--- config.mk ---
export PLATFORM = sky130hd
export DESIGN_NAME = pwin_bridge
export DESIGN_NICKNAME = d
export VERILOG_FILES = /design/src/rtl/pwin_pkg.sv /design/src/rtl/pwin_decode.sv /design/src/rtl/pwin_seq.sv /design/src/rtl/pwin_datapath.sv /design/src/rtl/pwin_bridge.sv
export SDC_FILE = /design/constraint.sdc
export NUM_CORES = 1
export LEC_CHECK = 0
export BUFFER_PORTS_ARGS = -buffer_cell sky130_fd_sc_hd__buf_2
export CORE_UTILIZATION = 40
export DETAILED_ROUTE_END_ITERATION = 7
export GPL_TIMING_DRIVEN = 1
export PLACE_DENSITY = 0.9
export SYNTH_ARGS = -nofsm -noshare
export SYNTH_HDL_FRONTEND = slang
export SYNTH_SLANG_ARGS = --single-unit
--- constraint.sdc ---
create_clock -name clk -period 1.3 [get_ports clk]
set_input_delay 0.195 -clock clk [delete_from_list [all_inputs] [get_ports clk]]
set_output_delay 0.195 -clock clk [all_outputs]
set_load 0.01 [all_outputs]
--- src/rtl/pwin_pkg.sv ---
package pwin_pkg;
  typedef enum logic {
    PW_IDLE = 1'b0,
    PW_BUSY = 1'b1
  } pw_state_e;

  function automatic int unsigned pw_beats(input bit narrow, input bit hit);
    return (narrow && hit) ? 2 : 1;
  endfunction
endpackage

--- src/rtl/pwin_decode.sv ---
module pwin_decode #(
  parameter int          AW       = 20,
  parameter logic [AW-1:0] WIN_BASE = 20'h0FF00,
  parameter bit          WIN_IO   = 1'b1,
  parameter logic [7:0]  TMR_LO   = 8'h30,
  parameter logic [7:0]  TMR_HI   = 8'h5E
) (
  input  logic [AW-1:0] addr,
  input  logic          io,
  output logic          hit,
  output logic          tmr
);
  localparam int PW = AW - 8;
  localparam logic [PW-1:0] PAGE = WIN_BASE[AW-1:8];

  logic page_eq;
  logic in_tmr;

  always_comb begin
    page_eq = (addr[AW-1:8] == PAGE);
    hit     = page_eq && (io == WIN_IO);
    in_tmr  = (addr[7:0] >= TMR_LO) && (addr[7:0] <= TMR_HI);
    tmr     = hit && in_tmr;
  end
endmodule

--- src/rtl/pwin_seq.sv ---
module pwin_seq
  import pwin_pkg::*;
#(
  parameter bit NARROW   = 1'b0,
  parameter int TMR_WAIT = 1
) (
  input  logic clk,
  input  logic rst_n,
  input  logic start,
  input  logic hit,
  input  logic tmr,
  input  logic ext_ready,
  output logic busy,
  output logic hit_q,
  output logic beat,
  output logic done
);
  localparam int WCW = (TMR_WAIT < 1) ? 1 : $clog2(TMR_WAIT + 1);
  localparam int NB  = pw_beats(NARROW, 1'b1);

  pw_state_e      st_q;
  logic           tmr_q;
  logic           beat_q;
  logic [WCW-1:0] wcnt_q;
  logic [WCW-1:0] wait_lim;
  logic           last_beat;
  logic           beat_end;
  logic [7:0]     elapsed_q;

  always_comb begin
    wait_lim  = (hit_q && tmr_q) ? WCW'(TMR_WAIT) : '0;
    last_beat = (NARROW && hit_q) ? beat_q : 1'b1;
    if (st_q != PW_BUSY)
      beat_end = 1'b0;
    else if (hit_q)
      beat_end = (wcnt_q == wait_lim);
    else
      beat_end = ext_ready;
    done = beat_end && last_beat;
    busy = (st_q == PW_BUSY);
    beat = beat_q;
  end

  always_ff @(posedge clk or negedge rst_n) begin
    if (!rst_n) begin
      st_q      <= PW_IDLE;
      hit_q     <= 1'b0;
      tmr_q     <= 1'b0;
      beat_q    <= 1'b0;
      wcnt_q    <= '0;
      elapsed_q <= '0;
    end else if (st_q == PW_IDLE) begin
      if (start) begin
        st_q      <= PW_BUSY;
        hit_q     <= hit;
        tmr_q     <= tmr;
        beat_q    <= 1'b0;
        wcnt_q    <= '0;
        elapsed_q <= '0;
      end
    end else begin
      if (elapsed_q != 8'hFF) elapsed_q <= elapsed_q + 8'd1;
      if (done) begin
        st_q <= PW_IDLE;
      end else if (beat_end) begin
        beat_q <= 1'b1;
        wcnt_q <= '0;
      end else if (hit_q) begin
        wcnt_q <= wcnt_q + 1'b1;
      end
    end
  end

  // a window completion lands exactly after beats*(1+waits) bus cycles
  a_r5_window_latency: assert property (@(posedge clk) disable iff (!rst_n)
    (done && hit_q) |-> (elapsed_q == 8'(NB * (int'(wait_lim) + 1) - 1)
                         || (!NARROW && elapsed_q == 8'(int'(wait_lim)))));

  // external completion only on external ready
  a_r8_ext_paced: assert property (@(posedge clk) disable iff (!rst_n)
    (done && !hit_q) |-> ext_ready);

  // after completion the sequencer is idle
  a_r9_idle_after_done: assert property (@(posedge clk) disable iff (!rst_n)
    done |=> !busy);
endmodule

--- src/rtl/pwin_datapath.sv ---
module pwin_datapath #(
  parameter int AW     = 20,
  parameter bit NARROW = 1'b0
) (
  input  logic          clk,
  input  logic          rst_n,
  input  logic          start,
  input  logic [AW-1:0] req_addr,
  input  logic          req_io,
  input  logic          req_write,
  input  logic [15:0]   req_wdata,
  input  logic          busy,
  input  logic          hit_q,
  input  logic          beat,
  input  logic          done,
  input  logic [15:0]   reg_rdata,
  input  logic          reg_hit,
  input  logic [15:0]   ext_rdata,
  output logic [15:0]   rsp_rdata,
  output logic          reg_sel,
  output logic          reg_we,
  output logic [7:0]    reg_offset,
  output logic [15:0]   reg_wdata,
  output logic          ext_cyc,
  output logic [AW-1:0] ext_addr,
  output logic          ext_io,
  output logic          ext_write,
  output logic [15:0]   ext_wdata
);
  logic [AW-1:0] addr_q;
  logic          io_q;
  logic          wr_q;
  logic [15:0]   wdata_q;
  logic          split;

  always_ff @(posedge clk or negedge rst_n) begin
    if (!rst_n) begin
      addr_q  <= '0;
      io_q    <= 1'b0;
      wr_q    <= 1'b0;
      wdata_q <= '0;
    end else if (start) begin
      addr_q  <= req_addr;
      io_q    <= req_io;
      wr_q    <= req_write;
      wdata_q <= req_wdata;
    end
  end

  always_comb begin
    split      = NARROW && hit_q;
    ext_cyc    = busy;
    ext_io     = io_q;
    ext_write  = wr_q;
    ext_addr   = {addr_q[AW-1:1], split ? beat : addr_q[0]};
    reg_offset = {addr_q[7:1], 1'b0};
    reg_wdata  = wdata_q;
    reg_sel    = done && hit_q;
    reg_we     = done && hit_q && wr_q;
    if (hit_q)
      rsp_rdata = reg_hit ? reg_rdata : 16'h0000;
    else
      rsp_rdata = ext_rdata;
  end

  generate
    if (NARROW) begin : g_byte_lane
      always_comb begin
        if (hit_q)
          ext_wdata = {8'h00, beat ? wdata_q[15:8] : wdata_q[7:0]};
        else
          ext_wdata = wdata_q;
      end
    end else begin : g_word_lane
      always_comb ext_wdata = wdata_q;
    end
  endgenerate

  // an unclaimed window read returns zero
  a_r4_unclaimed_zero: assert property (@(posedge clk) disable iff (!rst_n)
    (reg_sel && !reg_hit) |-> (rsp_rdata == 16'h0000));

  // register write strobe lasts one cycle
  a_r10_we_single: assert property (@(posedge clk) disable iff (!rst_n)
    reg_we |=> !reg_we);

  // the external address is held steady within a bus cycle
  a_r2_addr_steady: assert property (@(posedge clk) disable iff (!rst_n)
    (ext_cyc && $past(ext_cyc) && !$past(done) && $stable(beat)) |-> $stable(ext_addr));
endmodule

--- src/rtl/pwin_bridge.sv ---
module pwin_bridge #(
  parameter int            AW       = 20,
  parameter logic [AW-1:0] WIN_BASE = 20'h0FF00,
  parameter bit            WIN_IO   = 1'b1,
  parameter logic [7:0]    TMR_LO   = 8'h30,
  parameter logic [7:0]    TMR_HI   = 8'h5E,
  parameter int            TMR_WAIT = 1,
  parameter bit            NARROW   = 1'b0
) (
  input  logic          clk,
  input  logic          rst_n,
  input  logic          req_valid,
  output logic          req_ready,
  input  logic [AW-1:0] req_addr,
  input  logic          req_io,
  input  logic          req_write,
  input  logic [15:0]   req_wdata,
  output logic          rsp_valid,
  output logic [15:0]   rsp_rdata,
  output logic          reg_sel,
  output logic          reg_we,
  output logic [7:0]    reg_offset,
  output logic [15:0]   reg_wdata,
  input  logic [15:0]   reg_rdata,
  input  logic          reg_hit,
  output logic          ext_cyc,
  output logic [AW-1:0] ext_addr,
  output logic          ext_io,
  output logic          ext_write,
  output logic [15:0]   ext_wdata,
  input  logic [15:0]   ext_rdata,
  input  logic          ext_ready
);
  logic dec_hit, dec_tmr;
  logic busy, hit_q, beat, done, start;

  assign req_ready = !busy;
  assign start     = req_valid && !busy;
  assign rsp_valid = done;

  pwin_decode #(
    .AW(AW), .WIN_BASE(WIN_BASE), .WIN_IO(WIN_IO),
    .TMR_LO(TMR_LO), .TMR_HI(TMR_HI)
  ) dec_i (
    .addr(req_addr), .io(req_io), .hit(dec_hit), .tmr(dec_tmr)
  );

  pwin_seq #(.NARROW(NARROW), .TMR_WAIT(TMR_WAIT)) seq_i (
    .clk(clk), .rst_n(rst_n), .start(start), .hit(dec_hit), .tmr(dec_tmr),
    .ext_ready(ext_ready), .busy(busy), .hit_q(hit_q), .beat(beat), .done(done)
  );

  pwin_datapath #(.AW(AW), .NARROW(NARROW)) dp_i (
    .clk(clk), .rst_n(rst_n), .start(start),
    .req_addr(req_addr), .req_io(req_io), .req_write(req_write), .req_wdata(req_wdata),
    .busy(busy), .hit_q(hit_q), .beat(beat), .done(done),
    .reg_rdata(reg_rdata), .reg_hit(reg_hit), .ext_rdata(ext_rdata),
    .rsp_rdata(rsp_rdata), .reg_sel(reg_sel), .reg_we(reg_we),
    .reg_offset(reg_offset), .reg_wdata(reg_wdata),
    .ext_cyc(ext_cyc), .ext_addr(ext_addr), .ext_io(ext_io),
    .ext_write(ext_write), .ext_wdata(ext_wdata)
  );

  // every cycle of an access drives the external bus
  a_r2_mirror_busy: assert property (@(posedge clk) disable iff (!rst_n)
    !req_ready |-> ext_cyc);

  // a taken request closes the request channel on the next cycle
  a_r9_accept_closes: assert property (@(posedge clk) disable iff (!rst_n)
    (req_valid && req_ready) |=> !req_ready);

  // register strobes only in a response cycle
  a_r10_sel_with_rsp: assert property (@(posedge clk) disable iff (!rst_n)
    reg_sel |-> rsp_valid);
endmodule

==> results of run 1 <==
-- timing repair --
| action | 4_1_cts | 5_1_grt |
|---|---|---|
| endpoints found under the hold margin | 42 | 0 |
| endpoints found under the setup margin | 19 | 34 |
| resized for setup | 18 | 24 |
| hold buffers | 1 | 0 |
| buffers inserted | 1 | 8 |
| cloned | 3 | 2 |
| pin swaps | 7 | 7 |
-- per-layer routing --
metal | vias to the layer above | part of all wire [%] | track usage, % | wire [um]
li1 | 899 | - | - | -
met1 | 900 | 36 | 19.60 | 2066
met2 | 103 | 55 | 37.58 | 3144
met3 | 10 | 6.4 | 4.472 | 367
met4 | 0 | 2.1 | 6.410 | 120
met5 | - | 0 | 0 | 0
-- final timing paths --
kind                                           end  slack, ns  depth (start not counted)
max in group asynchronous              seq_i.hit_q       0.67                          3
worst max-delay path                     rsp_valid      -0.24                          4
worst min-delay path                   seq_i.tmr_q       0.13                          2
worst min register to register   dp_i.ext_addr[13]       0.50                          1
worst max register to register        seq_i.wcnt_q       0.06                          5
min in group asynchronous       dp_i.ext_wdata[10]       0.41                          3
-- cell usage in the layout, fill, tap and decap left out, types with 2 or more instances in the layout --
cell,synthesis,routed
buf_4,28,9
clkbuf_8,0,5
o21ai_2,0,11
dfrtp_1,42,41
buf_2,2,154
nand2_1,20,18
clkbuf_1,2,2
nor2_1,2,2
o21ai_0,18,2
o21ai_1,0,5
buf_16,0,2
nand2_2,1,2
buf_6,0,2
inv_1,17,17
buf_12,0,4
clkbuf_16,0,2
mux2_2,37,37
-- layout make-up --
type / count / share of cell area (%)
tap: 67 / 2.631
inverter: 18 / 2.120
clock buffer: 7 / 2.395
clock inverter: 1 / 0.9423
timing repair buffer: 175 / 33.61
multi-input combinational: 96 / 25.28
sequential: 42 / 33.02
-- worst max-delay path, cell delays in order (launching register included) --
cell	delay, ns
dfrtp_2	0.47
buf_8	0.15
and3_4	0.15
o21bai_4	0.17
buf_6	0.12
-- power groups by stage --
stage               Combinational (mW)  Clock [mW]  Sequential (mW)
global route                      1.59        1.07             1.85
CTS                               1.45        1.03             1.81
detailed placement                1.44           0             1.83
finish                            1.47       0.992             1.81
global placement                  1.40           0             1.80
floorplan                        0.767           0             1.98
-- Yosys cell counts --
| library cell | count |
|---|---|
| nand4b_1 | 1 |
| nand4_1 | 1 |
| inv_2 | 1 |
| a31oi_1 | 1 |
| a311oi_1 | 1 |
| nor4_1 | 1 |
| dfrtp_1 | 42 |
| and3_1 | 2 |
| conb_1 | 1 |
| buf_2 | 2 |
| xnor2_1 | 1 |
| o21bai_1 | 1 |
| inv_1 | 17 |
| nand2_2 | 1 |
| o41ai_2 | 1 |
| and4_1 | 1 |
| nor2_1 | 2 |
| o22ai_1 | 1 |
| o21ai_0 | 18 |
| buf_4 | 28 |
| clkbuf_1 | 2 |
| mux2i_1 | 1 |
| nand2_1 | 20 |
| mux2_2 | 37 |
| and2_1 | 2 |
| nand3_1 | 1 |
-- cells by family after synthesis --
group	after synthesis	synth area share (%)
compound gates	23	6.531
flops	42	50.79
other cells	1	0.1812
mux	38	20.62
simple gates	32	7.195
xor+xnor	1	0.4233
buf+inv	50	14.27
-- metrics by stage --
| stage | instances | util (%) | instance area [um^2] |
|---|---|---|---|
| 3_5_place_dp | 383 | 57.37 | 2781 |
| 3_3_place_gp | 383 | 57.37 | 2781 |
| 4_1_cts | 396 | 62.12 | 3012 |
| 2_1_floorplan | 187 | - | 2069 |
| 5_1_grt | 406 | 65.73 | 3187 |
| 6_report | 406 | 65.73 | 3187 |
-- registers in the layout, indices dropped and copies added (netlist names) --
signal and count:
dp_i.ext_write 1, seq_i.busy 1, seq_i.tmr_q 1, seq_i.wcnt_q 1, dp_i.ext_addr 20, dp_i.ext_io 1
dp_i.ext_wdata 16, seq_i.hit_q 1
==> flow_summary.toml, run 1 <==
[status]
outcome = "complete, but fails checks"
violations = "setup timing"

[finish]
fillers = 356
antenna_cells = 0
syn_to_final_growth_pct = 53.99
num-nets-final = 413
seq_area_um2 = 1052
multi_input_area_um2 = 805.8
drive_above_1_share_pct = 70.50

[timing]
clock.fmax_ghz = 0.6492
holdWs_ns = 0.1261
rsz0062_at_grt = "yes"
finalCritPeriodShare_pct = 118.5
hold_viol = 0
period_minus_slack_ns = 1.540
setup_viol = 19
final_max_slew_viol_count = 0
fin_skew_ns = 0.005399
setup_ws_ns = -0.2404
finalSetupTns_ns = -3.578

[grt]
antenna_found_initial = 0
grt_pass1_wl_um = 7693
grt_start_max_net_pins = 43
grt.overflow.total = 0
grt_pass1_vias = 1721
grt_usage_pct = 19.12

[clock_tree]
clockBufferDepth = 2
clock_sinks = 42
path_clk_slew_ns = 0.08
clk_latency_ns = 0.28
cts-buffers-inserted = 5
clockRootBuffer = "clkbuf_8"
htreeDepth = 2
cts_tree = "yes"

[synth]
synth_top_area_share_pct = 50.79
synth-seq-cells = 42
ys_warn_count = 0
ys_seq_area_share_pct = 50.79
synth.area.top_cells = "dfrtp_1 (51%), mux2_2 (20%), buf_4 (10%)"
synth_area_leader_cell = "dfrtp_1"
syn_nets = 262
synth_cell_types = 26
syn_avg_cell_area_um2 = 11.07
netlist_instances = 187
netlist_area_um2 = 2069

[power_and_ir_drop]
seqPwrFrac_pct = 42.4
finalPower_mw = 4.266
powerDensity_nw_per_um2 = 1339
swShare_pct = 30.78
p_leak_nw = 1.681
intPower_mw = 2.953
clockPowerShare_pct = 23.2
p_comb_share_pct = 34.4
switching_power_mw = 1.313
ir_drop_uv = 763.5

[drt]
detail_route.iter0.violations = 35
routedWlPerCell_um = 14.03
vias = 1912
ant_nets = 0
drtPass1Iterations = 4
routed_via_density = 4.709
drc_errors = 0
totalWireLength_um = 5698

[critical_path]
cp-end-kind = "primary output"
cp_max_fo = 5
cp.required_ns = 1.11
path_class = "register to primary output"
timing.rr.start = "seq_i.hit_q"
cp.arrival_ns = 1.35
startpoint = "seq_i.hit_q"
start_kind = "register"

[placed_design]
pre_cts_ws_ns = -0.04588
port_buffers = 156
dp_hpwl_um = 4039
globalplace.congestion = 0.7093

[floorplanning]
fp.coreArea_um2 = 4848
boundaryPins = 158
die_x_um = 73.93
die_area_um2 = 5466
die_y_um = 73.93
rows = 25
start_util_pct = 42.68

[worst_hold_path]
worstHoldStart = "req_addr[7]"
min_path_type = "primary input to register"

[job]
maxCapViolCount = 0
(Power assumes the default switching activity.)
==> run 2, diff against run 1 <==
--- a/config.mk
+++ b/config.mk
@@ -10,6 +10,7 @@
 export DETAILED_ROUTE_END_ITERATION = 7
 export GPL_TIMING_DRIVEN = 1
 export PLACE_DENSITY = 0.9
+export SETUP_SLACK_MARGIN = 0.2
 export SYNTH_ARGS = -nofsm -noshare
 export SYNTH_HDL_FRONTEND = slang
 export SYNTH_SLANG_ARGS = --single-unit
==> run 2 against run 1 <==
  * Highest routed layer unchanged
  * Die area is the same
  * Largest cell class unchanged
  * Largest power group unchanged
  * The flow still finishes with violations (setup timing)
  * Register-to-register slack worse by 0.15 ns
  * Sequential share of layout area decreased by 1.9 points
  * Routed wire length up 3.4%
==> flow_summary.toml, run 2 (synthesis gave the netlist of run 1 again) <==
[finish]
multi_input_area_um2 = 905.9
final_cells = 408
seq_area_um2 = 1051
utilization_pct = 69.55
layout_commonest_cell = "buf_2"
mostFrequentLayoutCells = "buf_2 (152), dfrtp_1 (42), mux2_4 (19)"
fillers = 387
largest_reg_flops = 20
antenna_cells = 0
drive_above_1_share_pct = 73.61
syn_to_final_growth_pct = 62.94
num-nets-final = 417

[critical_path]
worst_path_max_delay_cell = "dfrtp_1"
crit_cells = 4
cp.arrival_ns = 1.37
path_buf_inv = 1
cp-end-kind = "primary output"
path_class = "register to primary output"
crit_family = "flip-flops"
start_kind = "register"
cp_max_fo = 3
cp.required_ns = 1.11
r2r_cells = 6
cp_slowest_stage_delay_ns = 0.42
path_cells = "xnor2_1 -> and3_4 -> o21bai_4 -> buf_6"

[grt]
grt.overflow.total = 0
antenna_found_initial = 0
grt_pass1_wl_um = 8645
grt_start_max_net_pins = 43
grt_pass1_vias = 1886
grt_usage_pct = 21.44

[power_and_ir_drop]
p_leak_nw = 1.821
ir_drop_uv = 983.3
powerDensity_nw_per_um2 = 1309

[worst_hold_path]
min_path_type = "primary input to register"
holdPathStages = 2

[drt]
vias = 1932
drc_errors = 0
totalWireLength_um = 5893
drtPass1Iterations = 4
routedWlPerCell_um = 14.44
detail_route.iter0.violations = 13
routed_via_density = 4.735
ant_nets = 0

[placed_design]
globalplace.congestion = 0.6875
dp_hpwl_um = 4136
placed_cells = 384
port_buffers = 156

[timing]
period_minus_slack_ns = 1.563
rsz0062_at_grt = "yes"
clock.fmax_ghz = 0.6400
final_max_slew_viol_count = 0
finalCritPeriodShare_pct = 120.2
setup_viol = 51
setup_ws_ns = -0.2625
hold_viol = 0
fin_skew_ns = 0.002004

[clock_tree]
cts_tree = "yes"
clk_latency_ns = 0.29
clockRootBuffer = "clkbuf_8"
path_clk_slew_ns = 0.07
cts-buffers-inserted = 5
htreeDepth = 2
clockBufferDepth = 2
clock_sinks = 42

[floorplanning]
fp.coreArea_um2 = 4848
rows = 25
die_x_um = 73.93
start_util_pct = 42.68
die_area_um2 = 5466
die_y_um = 73.93
boundaryPins = 158

[job]
maxCapViolCount = 0

[status]
violations = "setup timing"
outcome = "complete, but fails checks"
[run 2: power breakdown]
group	total, mW	internal (mW)	switching [mW]
combinational	1.76	0.986	0.773
clock	0.827	0.410	0.417
sequential	1.83	1.62	0.209
[run 2: path summary, 6_finish.rpt]
path | from | to | slack, ns
max in group asynchronous | rst_n | dp_i.ext_wdata[2] | 0.69
worst max register to register | seq_i.busy | dp_i.ext_addr[8] | -0.09
worst min-delay path | req_addr[7] | seq_i.tmr_q | 0.12
worst max-delay path | seq_i.tmr_q | rsp_valid | -0.26
min in group asynchronous | rst_n | dp_i.ext_wdata[13] | 0.40
worst min register to register | dp_i.ext_addr[16] | dp_i.ext_addr[16] | 0.51
[run 2: area by class of cell]
| class | count | share of cell area (%) |
|---|---|---|
| multi-input cells | 96 | 26.86 |
| repair buffers | 179 | 34.81 |
| well taps | 67 | 2.486 |
| flip-flops and latches | 42 | 31.17 |
| inverters | 18 | 2.226 |
| clock buffers | 6 | 2.449 |
[run 2: metrics by stage]
stage                     setup WS (ns)  hold WS, ns  setup TNS (ns)  total power [mW]  area [um^2]
after floorplan                 0.07549      -0.1006               0             2.779         2160
after global placement         -0.03985       0.1812        -0.04953             3.238         2855
after detailed placement       -0.05168       0.1881         -0.4593             3.296         2855
after CTS                       -0.2000       0.1097          -4.194             4.391         3257
after global routing            -0.3006       0.1127          -7.769             4.656         3372
final                           -0.2625       0.1226          -4.573             4.413         3372
[run 2: metal layers]
| metal | part of all wire (%) | wire [um] | track usage [%] |
|---|---|---|---|
| met4 | 0.93 | 55 | 5.769 |
| met5 | 0 | 0 | 0 |
| met3 | 7.7 | 453 | 6.233 |
| met2 | 53 | 3137 | 40.40 |
| met1 | 38 | 2246 | 23.28 |
[run 2: what timing repair did]
item / CTS / global route
hold buffers: 1 / 0
gates cloned: 5 / 1
gates resized for setup: 32 / 25
pin swaps: 3 / 7
endpoints found under the hold margin: 42 / 0
setup buffers: 8 / 3
setup endpoints to repair: 60 / 62
==> run 3, diff against run 2 <==
--- a/config.mk
+++ b/config.mk
@@ -6,10 +6,10 @@
 export NUM_CORES = 1
 export LEC_CHECK = 0
 export BUFFER_PORTS_ARGS = -buffer_cell sky130_fd_sc_hd__buf_2
-export CORE_UTILIZATION = 40
+export CORE_UTILIZATION = 36
 export DETAILED_ROUTE_END_ITERATION = 7
 export GPL_TIMING_DRIVEN = 1
-export PLACE_DENSITY = 0.9
+export PLACE_DENSITY = 0.86
 export SETUP_SLACK_MARGIN = 0.2
 export SYNTH_ARGS = -nofsm -noshare
 export SYNTH_HDL_FRONTEND = slang
==> constraint.sdc (replaced) <==
create_clock -name clk -period 1.35 [get_ports clk]
set_input_delay 0.2025 -clock clk [delete_from_list [all_inputs] [get_ports clk]]
set_output_delay 0.2025 -clock clk [all_outputs]
set_load 0.01 [all_outputs]
==> run 3 against run 2 <==
  * The run still ends with setup timing left
  * Largest power group unchanged
  * Die area increased by 11%
  * Combinational power is 6% lower
  * Critical path depth stayed put
  * Highest routed layer unchanged
  * Flip-flop and latch count is the same
  * First-iteration DRC count increased to 2.5 times the previous value
  * Non-clock buffer count rose by 6
==> flow_summary.toml, run 3 (synthesis gave the netlist of run 1 again) <==
[drt]
detail_route.iter0.violations = 33
vias = 1928
drtPass1Iterations = 4
routed_via_density = 4.590
ant_nets = 0
totalWireLength_um = 5636
drc_errors = 0
routedWlPerCell_um = 13.42

[critical_path]
cp.required_ns = 1.15
cp-end-kind = "primary output"
cp.arrival_ns = 1.32
start_kind = "register"
cp_max_fo = 3
path_class = "register to primary output"

[clock_tree]
clockBufferDepth = 2
clock_sinks = 42
path_clk_slew_ns = 0.08
cts_tree = "yes"
clk_latency_ns = 0.28
htreeDepth = 2
cts-buffers-inserted = 5
clockRootBuffer = "clkbuf_8"

[timing]
finalSetupTns_ns = -1.354
rsz0062_at_grt = "yes"
setup_ws_ns = -0.1732
setup_viol = 28
period_minus_slack_ns = 1.523
final_max_slew_viol_count = 0
hold_viol = 0
finalCritPeriodShare_pct = 112.8
holdWs_ns = 0.1171
clock.fmax_ghz = 0.6565
fin_skew_ns = 0.003108

[status]
violations = "setup timing"
outcome = "complete, but fails checks"

[grt]
grt_start_max_net_pins = 28
grt_usage_pct = 19.65
grt_pass1_vias = 1945
antenna_found_initial = 0
grt.overflow.total = 0
grt_pass1_wl_um = 9080

[finish]
syn_to_final_growth_pct = 64.39
num-nets-final = 422
drive_above_1_share_pct = 72.13
utilization_pct = 61.40
largest_reg_flops = 20
mostFrequentLayoutCells = "buf_2 (153), dfrtp_1 (41), mux2_2 (31)"
final_cells = 420
multi_input_area_um2 = 835.8
antenna_cells = 0
fillers = 481
seq_area_um2 = 1052
layout_commonest_cell = "buf_2"

[job]
maxCapViolCount = 0

[floorplanning]
fp.coreArea_um2 = 5540
die_area_um2 = 6056
boundaryPins = 158
die_y_um = 77.82
die_x_um = 77.82
rows = 27
start_util_pct = 37.35

[placed_design]
port_buffers = 156
placed_cells = 388
dp_hpwl_um = 4088
globalplace.congestion = 0.6955

[power_and_ir_drop]
ir_drop_uv = 908.1
powerDensity_nw_per_um2 = 1241
p_leak_nw = 1.798

[worst_hold_path]
min_path_type = "primary input to register"
[run 3: cell count changes in the layout (fill, tap and decap cells not counted), sizes merged]
| cell | delta |
|---|---|
| buf | +6 |
| clkinv | +1 |
| clkbuf | +1 |
| and2 | -1 |
[run 3: routing by layer]
metal  vias up  global-route usage (%)  wire [um]  part of all wire (%)
li1        915                       -          -                     -
met1       903                   20.82       2117                    38
met2       108                   37.52       3016                    54
met3         2                   6.000        474                   8.4
met4         0                   4.528         27                  0.48
met5         -                       0          0                     0
[run 3: final cells by class]
type / count / share of cell area, %
clock inverter: 1 / 0.1471
inverter: 18 / 2.207
timing repair buffer: 185 / 36.96
sequential: 42 / 30.93
multi-input combinational: 95 / 24.57
clock buffer: 7 / 2.538
tap: 72 / 2.648
[run 3: final timing paths]
kind / from / endpoint / slack (ns) / depth (start not counted)
min in group asynchronous: rst_n / dp_i.ext_wdata[0] / 0.39 / 2
worst min register to register: dp_i.ext_addr[14] / dp_i.ext_addr[14] / 0.51 / 1
worst max-delay path: seq_i.hit_q / rsp_valid / -0.17 / 4
max in group asynchronous: rst_n / dp_i.ext_addr[15] / 0.47 / 3
worst max register to register: seq_i.busy / dp_i.ext_write / -0.02 / 6
worst min-delay path: req_addr[7] / seq_i.tmr_q / 0.12 / 2
[run 3: per-stage QoR]
step / power [mW] / cell area (um^2) / setup slack [ns]
3_5_place_dp: 3.160 / 2838 / 0.01614
2_1_floorplan: 2.673 / 2140 / 0.1255
3_3_place_gp: 3.106 / 2838 / 0.03199
4_1_cts: 4.236 / 3322 / -0.1678
6_report: 4.222 / 3402 / -0.1732
5_1_grt: 4.492 / 3402 / -0.2370
[run 3: power breakdown]
part	switching [mW]	internal [mW]	leakage, nW	total (mW)
Sequential	0.188	1.56	0.497	1.75
Combinational	0.738	0.924	1.25	1.66
Clock	0.402	0.413	0.0482	0.814
[run 3: timing repair]
action                                  CTS  global route
pin swaps                                 4             4
hold buffers                              1             0
setup buffers                            14             3
endpoints found under the hold margin    15             0
resized for setup                        29            16
endpoints found under the setup margin   58            61
cloned                                    6             0
[run 3: worst max-delay path, cell delays in order, from the launching register on]
cell	delay, ns
dfrtp_2	0.44
buf_6	0.12
and3_4	0.18
o21bai_4	0.18
buf_6	0.12
